## config.mk

```make
export PLATFORM = sky130hd
export DESIGN_NAME = pred_track
export DESIGN_NICKNAME = d
export VERILOG_FILES = /design/src/rtl/pred_pkg.sv /design/src/rtl/pred_pfx_dec.sv /design/src/rtl/pred_cond_eval.sv /design/src/rtl/pred_state_reg.sv /design/src/rtl/pred_track.sv
export SDC_FILE = /design/constraint.sdc
export NUM_CORES = 1
export LEC_CHECK = 0
export BUFFER_PORTS_ARGS = -buffer_cell sky130_fd_sc_hd__buf_2
export CAP_MARGIN = 30
export CORE_MARGIN = 3
export CORE_UTILIZATION = 40
export CTS_BUF_LIST = sky130_fd_sc_hd__clkbuf_4 sky130_fd_sc_hd__clkbuf_8 sky130_fd_sc_hd__clkbuf_16
export DETAILED_ROUTE_END_ITERATION = 10
export HOLD_SLACK_MARGIN = 0.08
export PLACE_DENSITY = 0.78
export SLEW_MARGIN = 20
export SYNTH_ARGS = -nofsm -noshare
export SYNTH_HDL_FRONTEND = slang
export SYNTH_SLANG_ARGS = --single-unit
```

## constraint.sdc

```tcl
create_clock -name clk -period 1.9 [get_ports clk]
set_input_delay 0 -clock clk [delete_from_list [all_inputs] [get_ports clk]]
set_output_delay 0 -clock clk [all_outputs]
set_load 0.02 [all_outputs]
```

## src/rtl/pred_pkg.sv

```systemverilog
package pred_pkg;

    localparam int INS_W   = 16;
    localparam int COND_W  = 4;
    localparam int MASK_W  = 4;
    localparam int ST_W    = COND_W + MASK_W;
    localparam int ERR_W   = 4;
    localparam int PAIRS   = 1 << (COND_W - 1);
    localparam logic [INS_W-COND_W-MASK_W-1:0] PFX_OP = 8'hBF;

    typedef enum logic [COND_W-1:0] {
        CC_EQ = 4'h0, CC_NE = 4'h1, CC_CS = 4'h2, CC_CC = 4'h3,
        CC_MI = 4'h4, CC_PL = 4'h5, CC_VS = 4'h6, CC_VC = 4'h7,
        CC_HI = 4'h8, CC_LS = 4'h9, CC_GE = 4'hA, CC_LT = 4'hB,
        CC_GT = 4'hC, CC_LE = 4'hD, CC_AL = 4'hE, CC_NV = 4'hF
    } cc_e;

    typedef enum int {
        ERR_NEST   = 0,
        ERR_ALELSE = 1,
        ERR_BRIN   = 2,
        ERR_FLGWR  = 3
    } err_idx_e;

    typedef struct packed {
        logic [COND_W-1:0] cond;
        logic [MASK_W-1:0] mask;
    } pstate_t;

    typedef struct packed {
        logic n;
        logic z;
        logic c;
        logic v;
    } flags_t;

    typedef struct packed {
        logic              is_pfx;
        logic              al_else;
        logic [COND_W-1:0] base;
        logic [MASK_W-1:0] mask;
    } pfx_t;

    function automatic logic st_busy(input pstate_t s);
        return s.mask != '0;
    endfunction

    // True when the slot now retiring is the last one of the block.
    function automatic logic st_last(input pstate_t s);
        return s.mask[MASK_W-2:0] == '0;
    endfunction

    // Moves on to the next slot: the low condition bit and the mask
    // shift together, so the next mask bit becomes the condition LSB.
    function automatic pstate_t st_step(input pstate_t s);
        pstate_t r;
        r = s;
        if (st_last(s)) begin
            r = '0;
        end else begin
            r[MASK_W:0] = {s[MASK_W-1:0], 1'b0};
        end
        return r;
    endfunction

    // Truth of the even (non-inverted) member of each condition pair.
    function automatic logic pair_true(input int unsigned p, input flags_t f);
        logic r;
        case (p)
            0: r = f.z;
            1: r = f.c;
            2: r = f.n;
            3: r = f.v;
            4: r = f.c & ~f.z;
            5: r = (f.n == f.v);
            6: r = ~f.z & (f.n == f.v);
            default: r = 1'b1;
        endcase
        return r;
    endfunction

endpackage

```

## src/rtl/pred_pfx_dec.sv

```systemverilog
module pred_pfx_dec
    import pred_pkg::*;
(
    input  logic [INS_W-1:0] word,
    output pfx_t             pfx
);
    localparam int OP_LSB = COND_W + MASK_W;

    logic [MASK_W-1:0] m;
    logic [COND_W-1:0] b;
    logic              multi;

    assign m = word[MASK_W-1:0];
    assign b = word[OP_LSB-1:MASK_W];
    // More than one set bit means a slot beyond the first carries
    // the inverse of the (zero) condition LSB, which is an else slot.
    assign multi = (m & (m - 1'b1)) != '0;

    always_comb begin
        pfx.is_pfx  = (word[INS_W-1:OP_LSB] == PFX_OP) && (m != '0);
        pfx.base    = b;
        pfx.mask    = m;
        pfx.al_else = (b == CC_AL) && multi;
    end
endmodule

```

## src/rtl/pred_cond_eval.sv

```systemverilog
module pred_cond_eval
    import pred_pkg::*;
(
    input  logic [COND_W-1:0] cond,
    input  flags_t            flags,
    output logic              pass
);
    logic [PAIRS-1:0] even_ok;

    for (genvar p = 0; p < PAIRS; p++) begin : g_pair
        assign even_ok[p] = pair_true(p, flags);
    end

    logic [COND_W-2:0] sel;
    logic              inv;

    assign sel  = cond[COND_W-1:1];
    // The last pair has no inverted form: both codes are always true.
    assign inv  = cond[0] & (sel != {(COND_W-1){1'b1}});
    assign pass = even_ok[sel] ^ inv;
endmodule

```

## src/rtl/pred_state_reg.sv

```systemverilog
module pred_state_reg
    import pred_pkg::*;
(
    input  logic    clk,
    input  logic    rst,
    input  logic    restore,
    input  pstate_t restore_val,
    input  logic    retire,
    input  logic    load,
    input  pstate_t load_val,
    output pstate_t q
);
    pstate_t nxt;

    always_comb begin
        nxt = q;
        if (restore) begin
            nxt = restore_val;
        end else if (retire && st_busy(q)) begin
            nxt = st_step(q);
        end else if (load) begin
            nxt = load_val;
        end
    end

    always_ff @(posedge clk) begin
        if (rst) q <= '0;
        else     q <= nxt;
    end
endmodule

```

## src/rtl/pred_track.sv

```systemverilog
module pred_track
    import pred_pkg::*;
(
    input  logic              clk,
    input  logic              rst,
    input  logic              ins_valid,
    input  logic [INS_W-1:0]  ins_word,
    input  logic              ins_is_tgt,
    input  logic              ins_wr_flags,
    input  logic [3:0]        nzcv,
    input  logic              st_wr,
    input  logic [ST_W-1:0]   st_wdata,
    output logic [ST_W-1:0]   st_q,
    output logic              blk_active,
    output logic [COND_W-1:0] slot_cond,
    output logic              slot_pass,
    output logic [ERR_W-1:0]  err
);
    pfx_t    pfx;
    pstate_t cur;
    pstate_t ld_val;
    logic    busy;
    logic    raw_pass;
    logic    ld_ok;

    pred_pfx_dec u_dec (
        .word (ins_word),
        .pfx  (pfx)
    );

    assign busy   = st_busy(cur);
    assign ld_ok  = ins_valid && !busy && pfx.is_pfx && !pfx.al_else;
    assign ld_val = '{cond: pfx.base, mask: pfx.mask};

    pred_state_reg u_st (
        .clk         (clk),
        .rst         (rst),
        .restore     (st_wr),
        .restore_val (pstate_t'(st_wdata)),
        .retire      (ins_valid),
        .load        (ld_ok),
        .load_val    (ld_val),
        .q           (cur)
    );

    pred_cond_eval u_ev (
        .cond  (cur.cond),
        .flags (flags_t'(nzcv)),
        .pass  (raw_pass)
    );

    always_comb begin
        err                 = '0;
        err[ERR_NEST]       = ins_valid && busy && pfx.is_pfx;
        err[ERR_ALELSE]     = ins_valid && !busy && pfx.is_pfx && pfx.al_else;
        err[ERR_BRIN]       = ins_valid && busy && ins_is_tgt;
        err[ERR_FLGWR]      = ins_valid && busy && ins_wr_flags;
    end

    assign st_q       = cur;
    assign blk_active = busy;
    assign slot_cond  = busy ? cur.cond : CC_AL;
    assign slot_pass  = busy ? raw_pass : 1'b1;
endmodule

```

==> results by group, run 1 <==
Status
  – Outcome: completed

Detailed routing
  – Routed via count: 876
  – Initial DRC count: 5
  – Antenna viol nets, final: 0
  – Final WL: 1963 um
  – Vias per cell: 5.214
  – Pre-Repair DR Iteration Count: 2
  – DR DRC count: 0
  – Avg WL per Cell: 11.68 um

STA
  – Max frequency: 558.8 MHz
  – Number of setup violations in the final report: 0
  – Slew HR: 72.57%
  – Final hold vios: 0
  – Setup_tns: 0 ps
  – Minimum clock period: 1789 ps
  – RSZ-0062 raised after global routing: false
  – Clock skew: 6.758 ps
  – Tcrit/Tclk final: 94.18%
  – Final Max Tran Viols: 0
  – Worst slew pin tran: 408.3 ps

Worst setup path
  – Critical Path RT: 2070 ps
  – CP arrival: 1950 ps
  – Reg2reg setup slack: 110 ps
  – Path type of the worst setup path: reg2reg
  – Critical Path Source Type: register
  – CP endpoint kind: register
  – CP Max Fanout: 13

Clocking
  – Post-CTS Setup Bufs: 0
  – Total CTS buffers: 3
  – Worst-skew pair later-pin latency: 250 ps
  – CTS Root Cell: clkbuf_4
  – Clock sink count: 8
  – TritonCTS clock tree: built
  – H-Tree Depth: 1
  – Clock Path Buffers: 2
  – Worst-path clk slew: 60 ps

Yosys
  – Cells after Synth: 90
  – Mapped Avg Cell Area: 8.397 um2
  – Area leader, netlist: dfxtp_1
  – Yosys Warn Count: 0
  – Post-synth top flop: dfxtp_1
  – Netlist cell types: 39
  – Post-synthesis sequential area ratio: 21.19%
  – Cell with the most instances after synthesis: nand2_1
  – Post-synth top cells: nand2_1 (9), dfxtp_1 (8), inv_1 (6)
  – Synth Register Bits: 8
  – Mapped Area: 755.7 um2
  – Synth area leaders: dfxtp_1 (21%), nand2_1 (4.5%), o41ai_4 (3.6%)
  – Syn nets: 124
  – EDFF count, synth: 0
  – Proportion of netlist area held by the largest area contributor: 21.19%
  – Ys async rst share: 0%

Die
  – Die X: 49.47 um
  – I/O pins: 52
  – Die area: 2447 um2
  – Placement Rows: 15
  – Core ar.: 1764 um2
  – Starting Density: 42.84%
  – Die Y: 49.47 um

Final layout
  – Largest registers: u_st.q: 8 flops
  – Share of cells above drive strength 1: 49.65%
  – Top reg by flops: u_st.q
  – Post-synthesis to final-layout area growth: 41.72%
  – Layout net count: 179
  – Final core occ: 60.71%
  – Max FFs per register: 8
  – Final instance area: 1071 um2
  – # diodes: 0
  – Fin cells: 168

Placement
  – Placed cell area: 1030 um2
  – RePlAce Congestion: 0.7458
  – Post-detail-place hpwl: 1613 um
  – PortBufs: 51
  – Post-Place Cells: 164

Pwr
  – Combinational Power Share: 48.5%
  – Switch Pwr: 0.0002618 W
  – Leakage: 0.5023 nW
  – Max VDD drop: 0.2927 mV
  – Clock Power Share: 19.3%
  – Pint: 0.0004042 W
  – Sequential share of power: 32.2%
  – Power, Total: 0.0006660 W
  – Pwr per Cell Area: 621.8 nW/um2
  – Sw Ratio: 39.30%

GRT
  – Initial antenna violation count: 0
  – First-pass GRT wire length: 3305 um
  – GR Util All Layers: 16.91%
  – Global route total overflow: 0
  – Largest net degree at the start of global routing: 19
  – Vias in the first global route: 781

Flow run
  – Max Cap Violations: 0

Hold path
  – Worst Hold Class: in2reg
## cells by family after synthesis
| logic type | synth area share (%) |
|---|---|
| muxes | 5.629 |
| buffers and inverters | 6.623 |
| and+or+nand+nor | 30.13 |
| adders and majority gates | 1.325 |
| DFF | 21.19 |
| xor gates and xnor gates | 3.477 |
| AOI/OAI and AO/OA | 31.63 |
## worst paths after layout
| path | startpoint | to | depth (start not counted) |
|---|---|---|---|
| hold / removal | st_wdata[0] | u_st.q[0]$_SDFFE_PP0P_ | 5 |
| setup / recovery | u_st.q[2]$_SDFFE_PP0P_ | u_st.q[5]$_SDFFE_PP0P_ | 5 |
| hold reg to reg | u_st.q[7]$_SDFFE_PP0P_ | u_st.q[7]$_SDFFE_PP0P_ | 2 |
| setup reg to reg | u_st.q[2]$_SDFFE_PP0P_ | u_st.q[5]$_SDFFE_PP0P_ | 5 |
## cell type report
class	count	area [um2]
clock buffer	3	22.52
fill	184	693.2
inverter	6	22.52
multi-input combinational	72	554.3
sequential	8	160.2
tap	25	31.28
timing repair buffer	54	280.3
## through the flow
stage | setup slack (ps) | hold slack [ps]
6_report | 110.6 | 97.92
5_1_grt | 18.07 | 136.4
4_1_cts | 72.71 | 94.45
3_5_place_dp | 95.41 | 317.9
3_3_place_gp | 158.7 | 310.9
2_1_floorplan | 109.3 | 170.7
## placed cells by master, fill, tap and decap left out, types with 4 or more instances in the layout
cell     instances
dfxtp_1          8
nor2_1           4
o21ai_0          4
or3_1            4
nand2_1          9
inv_1            6
buf_2           51
## power groups by stage
stage	Sequential [W]	Combinational, W	Clock (W)
3_3_place_gp	0.000213	0.000314	0
3_5_place_dp	0.000215	0.000319	0
4_1_cts	0.000212	0.000322	0.000134
5_1_grt	0.000218	0.000356	0.000137
6_report	0.000214	0.000323	0.000129
2_1_floorplan	0.000231	0.000193	0
## critical path, stage by stage (launching register included)
cell,delay [ps]
dfxtp_1,390
nor4_4,350
and2_4,210
a31oi_4,170
or3_2,510
o31ai_2,70
## per-layer routing
metal  up-vias  share of wire, %  GRT usage [%]
li1        446                 -              -
met1       379                46          22.00
met2        47                43          27.01
met3         4               8.7          1.813
met4         0               2.2          9.677
met5         -                 0              0
## repair_timing
item,in CTS,in global routing
gates resized for setup,0,1
endpoints found under the setup margin,0,1
hold buffers,1,0
endpoints found under the hold margin,5,0
(Power assumes the default switching activity.)
==> run 2: changes to the inputs <==
--- a/config.mk
+++ b/config.mk
@@ -11,8 +11,9 @@
 export CORE_UTILIZATION = 40
 export CTS_BUF_LIST = sky130_fd_sc_hd__clkbuf_4 sky130_fd_sc_hd__clkbuf_8 sky130_fd_sc_hd__clkbuf_16
 export DETAILED_ROUTE_END_ITERATION = 10
+export GPL_ROUTABILITY_DRIVEN = 0
 export HOLD_SLACK_MARGIN = 0.08
-export PLACE_DENSITY = 0.78
+export PLACE_DENSITY = 0.8
 export SLEW_MARGIN = 20
 export SYNTH_ARGS = -nofsm -noshare
 export SYNTH_HDL_FRONTEND = slang
==> constraint.sdc (replaced) <==
create_clock -name clk -period 1.95 [get_ports clk]
set_input_delay 0 -clock clk [delete_from_list [all_inputs] [get_ports clk]]
set_output_delay 0 -clock clk [all_outputs]
set_load 0.02 [all_outputs]
==> run 2 against run 1 <==
Net effect:
- largest cell class unchanged
- critical endpoint unchanged
- combinational power fell by 2%
- critical path depth did not move
- highest routed layer unchanged
- largest power group unchanged
- hold slack gained 15 ps
- total power shrank 3.1%
- final cell count stayed put
==> results by group, run 2 (synthesized netlist as in run 1, its figures left out) <==
Status
  – Outcome: completed

Placement
  – Post-detail-place hpwl: 1812 um (+12%)
  – PortBufs: 51 (unchanged)
  – Post-Place Cells: 164 (unchanged)

Worst setup path
  – Critical Path Source Type: register
  – Critical Path Max Stage Delay: 520 ps (about the same)
  – Buffer and inverter count on the worst path: 0 (unchanged)
  – CP endpoint kind: register
  – CP Max Fanout: 13 (unchanged)
  – Crit path cell chain: nor4_2 -> and2_4 -> a31oi_4 -> or3_2 -> o31ai_2
  – Critical Path RT: 2110 ps (+40 ps)
  – Top delay family on crit path: simple AND/OR/NAND/NOR gates
  – Path type of the worst setup path: reg2reg
  – CP arrival: 1970 ps (+20 ps)
  – CP max-delay cell: or3_2

Detailed routing
  – Vias per cell: 5.440 (+4.3%)
  – Pre-Repair DR Iteration Count: 4 (+2)
  – Final WL: 2138 um (+8.9%)
  – Antenna viol nets, final: 0 (unchanged)
  – Avg WL per Cell: 12.73 um (+8.9%)
  – Initial DRC count: 12 (+7)
  – DR DRC count: 0 (unchanged)
  – Routed via count: 914 (+4.3%)

Final layout
  – Most common cell after layout, fill and taps aside: buf_2
  – Layout net count: 179 (unchanged)
  – Share of cells above drive strength 1: 49.65% (unchanged)
  – Fin cells: 168 (unchanged)
  – Final core occ: 60.21% (-0.50 points)
  – Top reg by flops: u_st.q
  – Post-synthesis to final-layout area growth: 40.56%
  – Largest registers: u_st.q: 8 flops
  – Commonest non-fill, non-tap cells in the layout: buf_2 (51), nand2_1 (9), dfxtp_1 (8)
  – Max FFs per register: 8 (unchanged)
  – # diodes: 0 (unchanged)

Clocking
  – Clock sink count: 8 (unchanged)
  – Worst-skew pair later-pin latency: 250 ps (about the same)
  – TritonCTS clock tree: built
  – Hold-fix buffers, CTS: 1 (unchanged)
  – Post-CTS Setup Bufs: 0 (unchanged)
  – Worst-path clk slew: 60 ps (about the same)
  – CTS Root Cell: clkbuf_4
  – H-Tree Depth: 1 (unchanged)
  – Total CTS buffers: 3 (unchanged)
  – Cts repair resizes: 0 (unchanged)
  – Clock Path Buffers: 2 (unchanged)

Pwr
  – Sw Ratio: 39.45% (+0.14 points)
  – Sequential share of power: 32.0% (-0.2 points)
  – Leakage: 0.4995 nW (-0.56%)
  – Power, Total: 0.0006456 W (-3.1%)
  – Max VDD drop: 0.3016 mV (+3.0%)
  – Clock Power Share: 19.1% (-0.2 points)
  – Combinational Power Share: 48.9% (+0.4 points)
  – Switch Pwr: 0.0002547 W (-2.7%)
  – Pint: 0.0003909 W (-3.3%)
  – Pwr per Cell Area: 607.7 nW/um2 (-2.3%)

STA
  – Final hold vios: 0 (unchanged)
  – Max frequency: 551.5 MHz (-1.3%)
  – Number of setup violations in the final report: 0 (unchanged)
  – Slew HR: 71.32% (-1.3 points)
  – Clock skew: 4.677 ps (-2.080 ps)
  – Minimum clock period: 1813 ps (+23.72 ps)
  – RSZ-0062 raised after global routing: false
  – Setup_tns: 0 ps (unchanged)
  – Hold slack: 112.4 ps (+14.53 ps)
  – Worst slew pin tran: 426.9 ps (+18.61 ps)
  – Tcrit/Tclk final: 92.98% (-1.2 points)
  – Final Max Tran Viols: 0 (unchanged)

Hold path
  – Worst Hold Class: in2reg

Die
  – Die X: 49.47 um (unchanged)
  – Die Y: 49.47 um (unchanged)
  – Core ar.: 1764 um2 (unchanged)
  – Starting Density: 42.84% (unchanged)
  – Placement Rows: 15 (unchanged)
  – I/O pins: 52 (unchanged)
  – Die area: 2447 um2 (unchanged)

GRT
  – GR Util All Layers: 16.77% (-0.14 points)
  – Largest net degree at the start of global routing: 19 (unchanged)
  – First-pass GRT wire length: 3394 um (+2.7%)
  – Vias in the first global route: 839 (+7.4%)
  – Global route total overflow: 0 (unchanged)
  – Initial antenna violation count: 0 (unchanged)

Flow run
  – Max Cap Violations: 0 (unchanged)
-- run 2: cell types whose count changed in the layout (fill, tap and decap cells not counted) --
cell and change:
nor4_4 -1, nor4_2 +1
-- run 2: path summary, 6_finish.rpt --
path | cells after the start | from | slack, ps | endpoint
min | 4 | st_wdata[2] | 110 | u_st.q[2]$_SDFFE_PP0P_
max reg2reg | 5 | u_st.q[2]$_SDFFE_PP0P_ | 140 | u_st.q[5]$_SDFFE_PP0P_
min reg2reg | 2 | u_st.q[7]$_SDFFE_PP0P_ | 520 | u_st.q[7]$_SDFFE_PP0P_
max | 5 | u_st.q[2]$_SDFFE_PP0P_ | 140 | u_st.q[5]$_SDFFE_PP0P_
-- run 2: cell type report --
class | instances | area [um2]
clock buffer | 3 | 22.52
fill | 190 | 701.9
inverter | 6 | 22.52
multi-input combinational | 72 | 545.5
sequential | 8 | 160.2
tap | 25 | 31.28
timing repair buffer | 54 | 280.3
-- run 2: power by group through the flow --
stage	Sequential, W	Clock [W]	Combinational [W]
2_1_floorplan	0.000225	0	0.000188
3_3_place_gp	0.000208	0	0.000306
3_5_place_dp	0.000210	0	0.000315
4_1_cts	0.000206	0.000127	0.000317
5_1_grt	0.000210	0.000135	0.000342
6_report	0.000207	0.000123	0.000315
-- run 2: worst reg2reg max path, cell delays in order (launching register included) --
cell and delay [ps]:
dfxtp_1 380, nor4_2 370, and2_4 220, a31oi_4 180
or3_2 520, o31ai_2 70
-- run 2: per-layer routing --
metal | vias up | global-route usage (%) | share of wire, %
met5 | - | 0 | 0
met4 | 0 | 7.373 | 0.47
met3 | 2 | 1.813 | 10
met2 | 52 | 29.69 | 48
met1 | 410 | 20.30 | 41
li1 | 450 | - | -
-- run 2: stage by stage --
step / setup slack (ps) / area (um2)
2_1_floorplan: 159.3 / 755.7
3_3_place_gp: 214.8 / 1030
3_5_place_dp: 165.4 / 1030
4_1_cts: 135.1 / 1062
5_1_grt: 32.55 / 1062
6_report: 136.9 / 1062
==> run 3: changes to the inputs <==
--- a/config.mk
+++ b/config.mk
@@ -8,12 +8,12 @@
 export BUFFER_PORTS_ARGS = -buffer_cell sky130_fd_sc_hd__buf_2
 export CAP_MARGIN = 30
 export CORE_MARGIN = 3
-export CORE_UTILIZATION = 40
-export CTS_BUF_LIST = sky130_fd_sc_hd__clkbuf_4 sky130_fd_sc_hd__clkbuf_8 sky130_fd_sc_hd__clkbuf_16
+export CORE_UTILIZATION = 42
+export CTS_BUF_LIST = sky130_fd_sc_hd__clkbuf_4
 export DETAILED_ROUTE_END_ITERATION = 10
 export GPL_ROUTABILITY_DRIVEN = 0
 export HOLD_SLACK_MARGIN = 0.08
-export PLACE_DENSITY = 0.8
+export PLACE_DENSITY = 0.83
 export SLEW_MARGIN = 20
 export SYNTH_ARGS = -nofsm -noshare
 export SYNTH_HDL_FRONTEND = slang
==> run 3 against run 2 <==
Net effect:
- largest cell class unchanged
- routed wire length grew 3.1%
- critical endpoint unchanged
- clock skew shrank 3.6 ps
- first-iteration DRC count grew 25%
- sequential power is essentially flat
- non-clock buffer count is the same
==> results by group, run 3 (synthesized netlist as in run 1, its figures left out) <==
Hold path
  – Hold_sp: st_wdata[1]
  – Worst hold endpoint: u_st.q[1]$_SDFFE_PP0P_
  – Hold path depth: 4 (unchanged)
  – Worst Hold Class: in2reg

Pwr
  – Pwr per Cell Area: 613.8 nW/um2 (+0.99%)
  – Leakage: 0.4995 nW (unchanged)
  – Clock Power Share: 19.7% (+0.6 points)
  – Sw Ratio: 39.94% (+0.49 points)
  – Sequential share of power: 31.7% (-0.3 points)
  – Max VDD drop: 0.3816 mV (+27%)
  – Switch Pwr: 0.0002601 W (+2.1%)
  – Pint: 0.0003911 W (about the same)
  – Combinational Power Share: 48.6% (-0.3 points)

STA
  – Slew HR: 69.79% (-1.5 points)
  – Worst slew pin tran: 449.7 ps (+22.85 ps)
  – Setup_tns: 0 ps (unchanged)
  – RSZ-0062 raised after global routing: false
  – Max frequency: 562.8 MHz (+2.0%)
  – Final hold vios: 0 (unchanged)
  – Setup WS post-layout: 173.1 ps (+36.22 ps)
  – Minimum clock period: 1777 ps (-36.22 ps)
  – Tcrit/Tclk final: 91.12% (-1.9 points)
  – Final Max Tran Viols: 0 (unchanged)
  – Hold slack: 109.5 ps (-2.922 ps)
  – Clock skew: 1.029 ps (-3.648 ps)
  – Number of setup violations in the final report: 0 (unchanged)

GRT
  – Global route total overflow: 0 (unchanged)
  – First-pass GRT wire length: 3581 um (+5.5%)
  – GR Util All Layers: 18.85% (+2.1 points)
  – Initial antenna violation count: 0 (unchanged)
  – Largest net degree at the start of global routing: 19 (unchanged)
  – Vias in the first global route: 835 (-0.48%)

Worst setup path
  – Reg2reg setup slack: 170 ps (+40 ps)
  – CP endpoint kind: register
  – RR Startpoint: u_st.q[2]$_SDFFE_PP0P_
  – CP arrival: 1950 ps (-20 ps)
  – Critical Path RT: 2120 ps (about the same)
  – Reg2reg end: u_st.q[5]$_SDFFE_PP0P_
  – Path type of the worst setup path: reg2reg
  – Worst-case reg-to-reg path depth: 5 (unchanged)
  – Critical Path Source Type: register
  – CP Max Fanout: 13 (unchanged)

Clocking
  – Clock sink count: 8 (unchanged)
  – Clock Path Buffers: 2 (unchanged)
  – Hold-fix buffers, CTS: 1 (unchanged)
  – Total CTS buffers: 3 (unchanged)
  – Cts repair resizes: 0 (unchanged)
  – Worst-path clk slew: 60 ps (about the same)
  – TritonCTS clock tree: built
  – Worst-skew pair later-pin latency: 250 ps (about the same)
  – CTS Root Cell: clkbuf_4
  – Post-CTS Setup Bufs: 0 (unchanged)
  – H-Tree Depth: 1 (unchanged)

Final layout
  – Post-synthesis to final-layout area growth: 40.40%
  – Top reg by flops: u_st.q
  – Layout fillers: 155 (-18%)
  – Max FFs per register: 8 (unchanged)
  – # diodes: 0 (unchanged)
  – Most common cell after layout, fill and taps aside: buf_2
  – Reg area: 160.2 um2 (unchanged)
  – Share of cells above drive strength 1: 49.65% (unchanged)
  – Final core occ: 66.56% (+6.3 points)
  – Largest registers: u_st.q: 8 flops
  – Fin cells: 167 (-0.60%)
  – Area taken by multi-input logic gates: 545.5 um2 (unchanged)
  – Layout net count: 179 (unchanged)
  – Commonest non-fill, non-tap cells in the layout: buf_2 (51), nand2_1 (9), dfxtp_1 (8)

Detailed routing
  – Routed via count: 902 (-1.3%)
  – Avg WL per Cell: 13.20 um (+3.7%)
  – Vias per cell: 5.401 (-0.72%)
  – Pre-Repair DR Iteration Count: 4 (unchanged)
  – Antenna viol nets, final: 0 (unchanged)
  – Initial DRC count: 15 (+3)
  – DR DRC count: 0 (unchanged)
  – Final WL: 2204 um (+3.1%)

Placement
  – Post-Place Cells: 163 (-0.61%)
  – Post-detail-place hpwl: 1839 um (+1.5%)
  – Setup WS pre-CTS: 172.9 ps (+7.448 ps)
  – PortBufs: 51 (unchanged)

Die
  – Core ar.: 1594 um2 (-9.6%)
  – Die Y: 48.42 um (-2.1%)
  – Placement Rows: 14 (-1)
  – Die X: 48.42 um (-2.1%)
  – Starting Density: 47.41% (+4.6 points)
  – Die area: 2345 um2 (-4.2%)
  – I/O pins: 52 (unchanged)

Flow run
  – Max Cap Violations: 0 (unchanged)

Status
  – Outcome: completed
## run 3: cell counts in the layout (fill, tap and decap cells not counted)
No cell type changed its count.
## run 3: final cells by class
class | count | share of cell area (%)
sequential | 8 | 15.09
inverter | 6 | 2.123
clock buffer | 3 | 2.123
timing repair buffer | 54 | 26.42
multi-input combinational | 72 | 51.41
tap | 24 | 2.830
## run 3: metrics by stage
stage / total power (W) / area (um2)
2_1_floorplan: 0.0004132 / 755.7
5_1_grt: 0.0006981 / 1061
3_3_place_gp: 0.0005148 / 1028
4_1_cts: 0.0006585 / 1061
6_report: 0.0006512 / 1061
3_5_place_dp: 0.0005271 / 1028
## run 3: worst max-delay path, stage by stage, from the launching register on
cell and delay, ps:
dfxtp_1 380, nor4_2 330, and2_4 210, a31oi_4 180
or3_2 520, o31ai_2 70
## run 3: worst max-delay path by stage
stage	slack [ps]	startpoint	to	depth (start not counted)
after floorplan	160	u_st.q[2]$_SDFFE_PP0P_	u_st.q[0]$_SDFFE_PP0P_	6
after global placement	240	u_st.q[2]$_SDFFE_PP0P_	u_st.q[5]$_SDFFE_PP0P_	5
after detailed placement	170	u_st.q[2]$_SDFFE_PP0P_	u_st.q[5]$_SDFFE_PP0P_	5
after CTS	160	u_st.q[2]$_SDFFE_PP0P_	u_st.q[5]$_SDFFE_PP0P_	5
after global routing	70	u_st.q[2]$_SDFFE_PP0P_	u_st.q[5]$_SDFFE_PP0P_	5
final	170	u_st.q[2]$_SDFFE_PP0P_	u_st.q[5]$_SDFFE_PP0P_	5
## run 3: power by group through the flow
| stage | registers (W) | clock network (W) | logic (W) |
|---|---|---|---|
| after floorplan | 0.000225 | 0 | 0.000188 |
| after global placement | 0.000207 | 0 | 0.000308 |
| after detailed placement | 0.000210 | 0 | 0.000317 |
| after CTS | 0.000206 | 0.000132 | 0.000320 |
| after global routing | 0.000209 | 0.000143 | 0.000346 |
| final | 0.000206 | 0.000128 | 0.000316 |
## run 3: per-layer routing
metal / vias to the layer above / share of wire (%) / wire (um) / track usage [%]
met1: 418 / 41 / 895 / 21.74
li1: 445 / - / - / -
met5: - / 0 / 0 / 0
met2: 39 / 53 / 1169 / 35.55
met4: 0 / 0 / 0 / 1.422
met3: 0 / 6.3 / 138 / 5.521
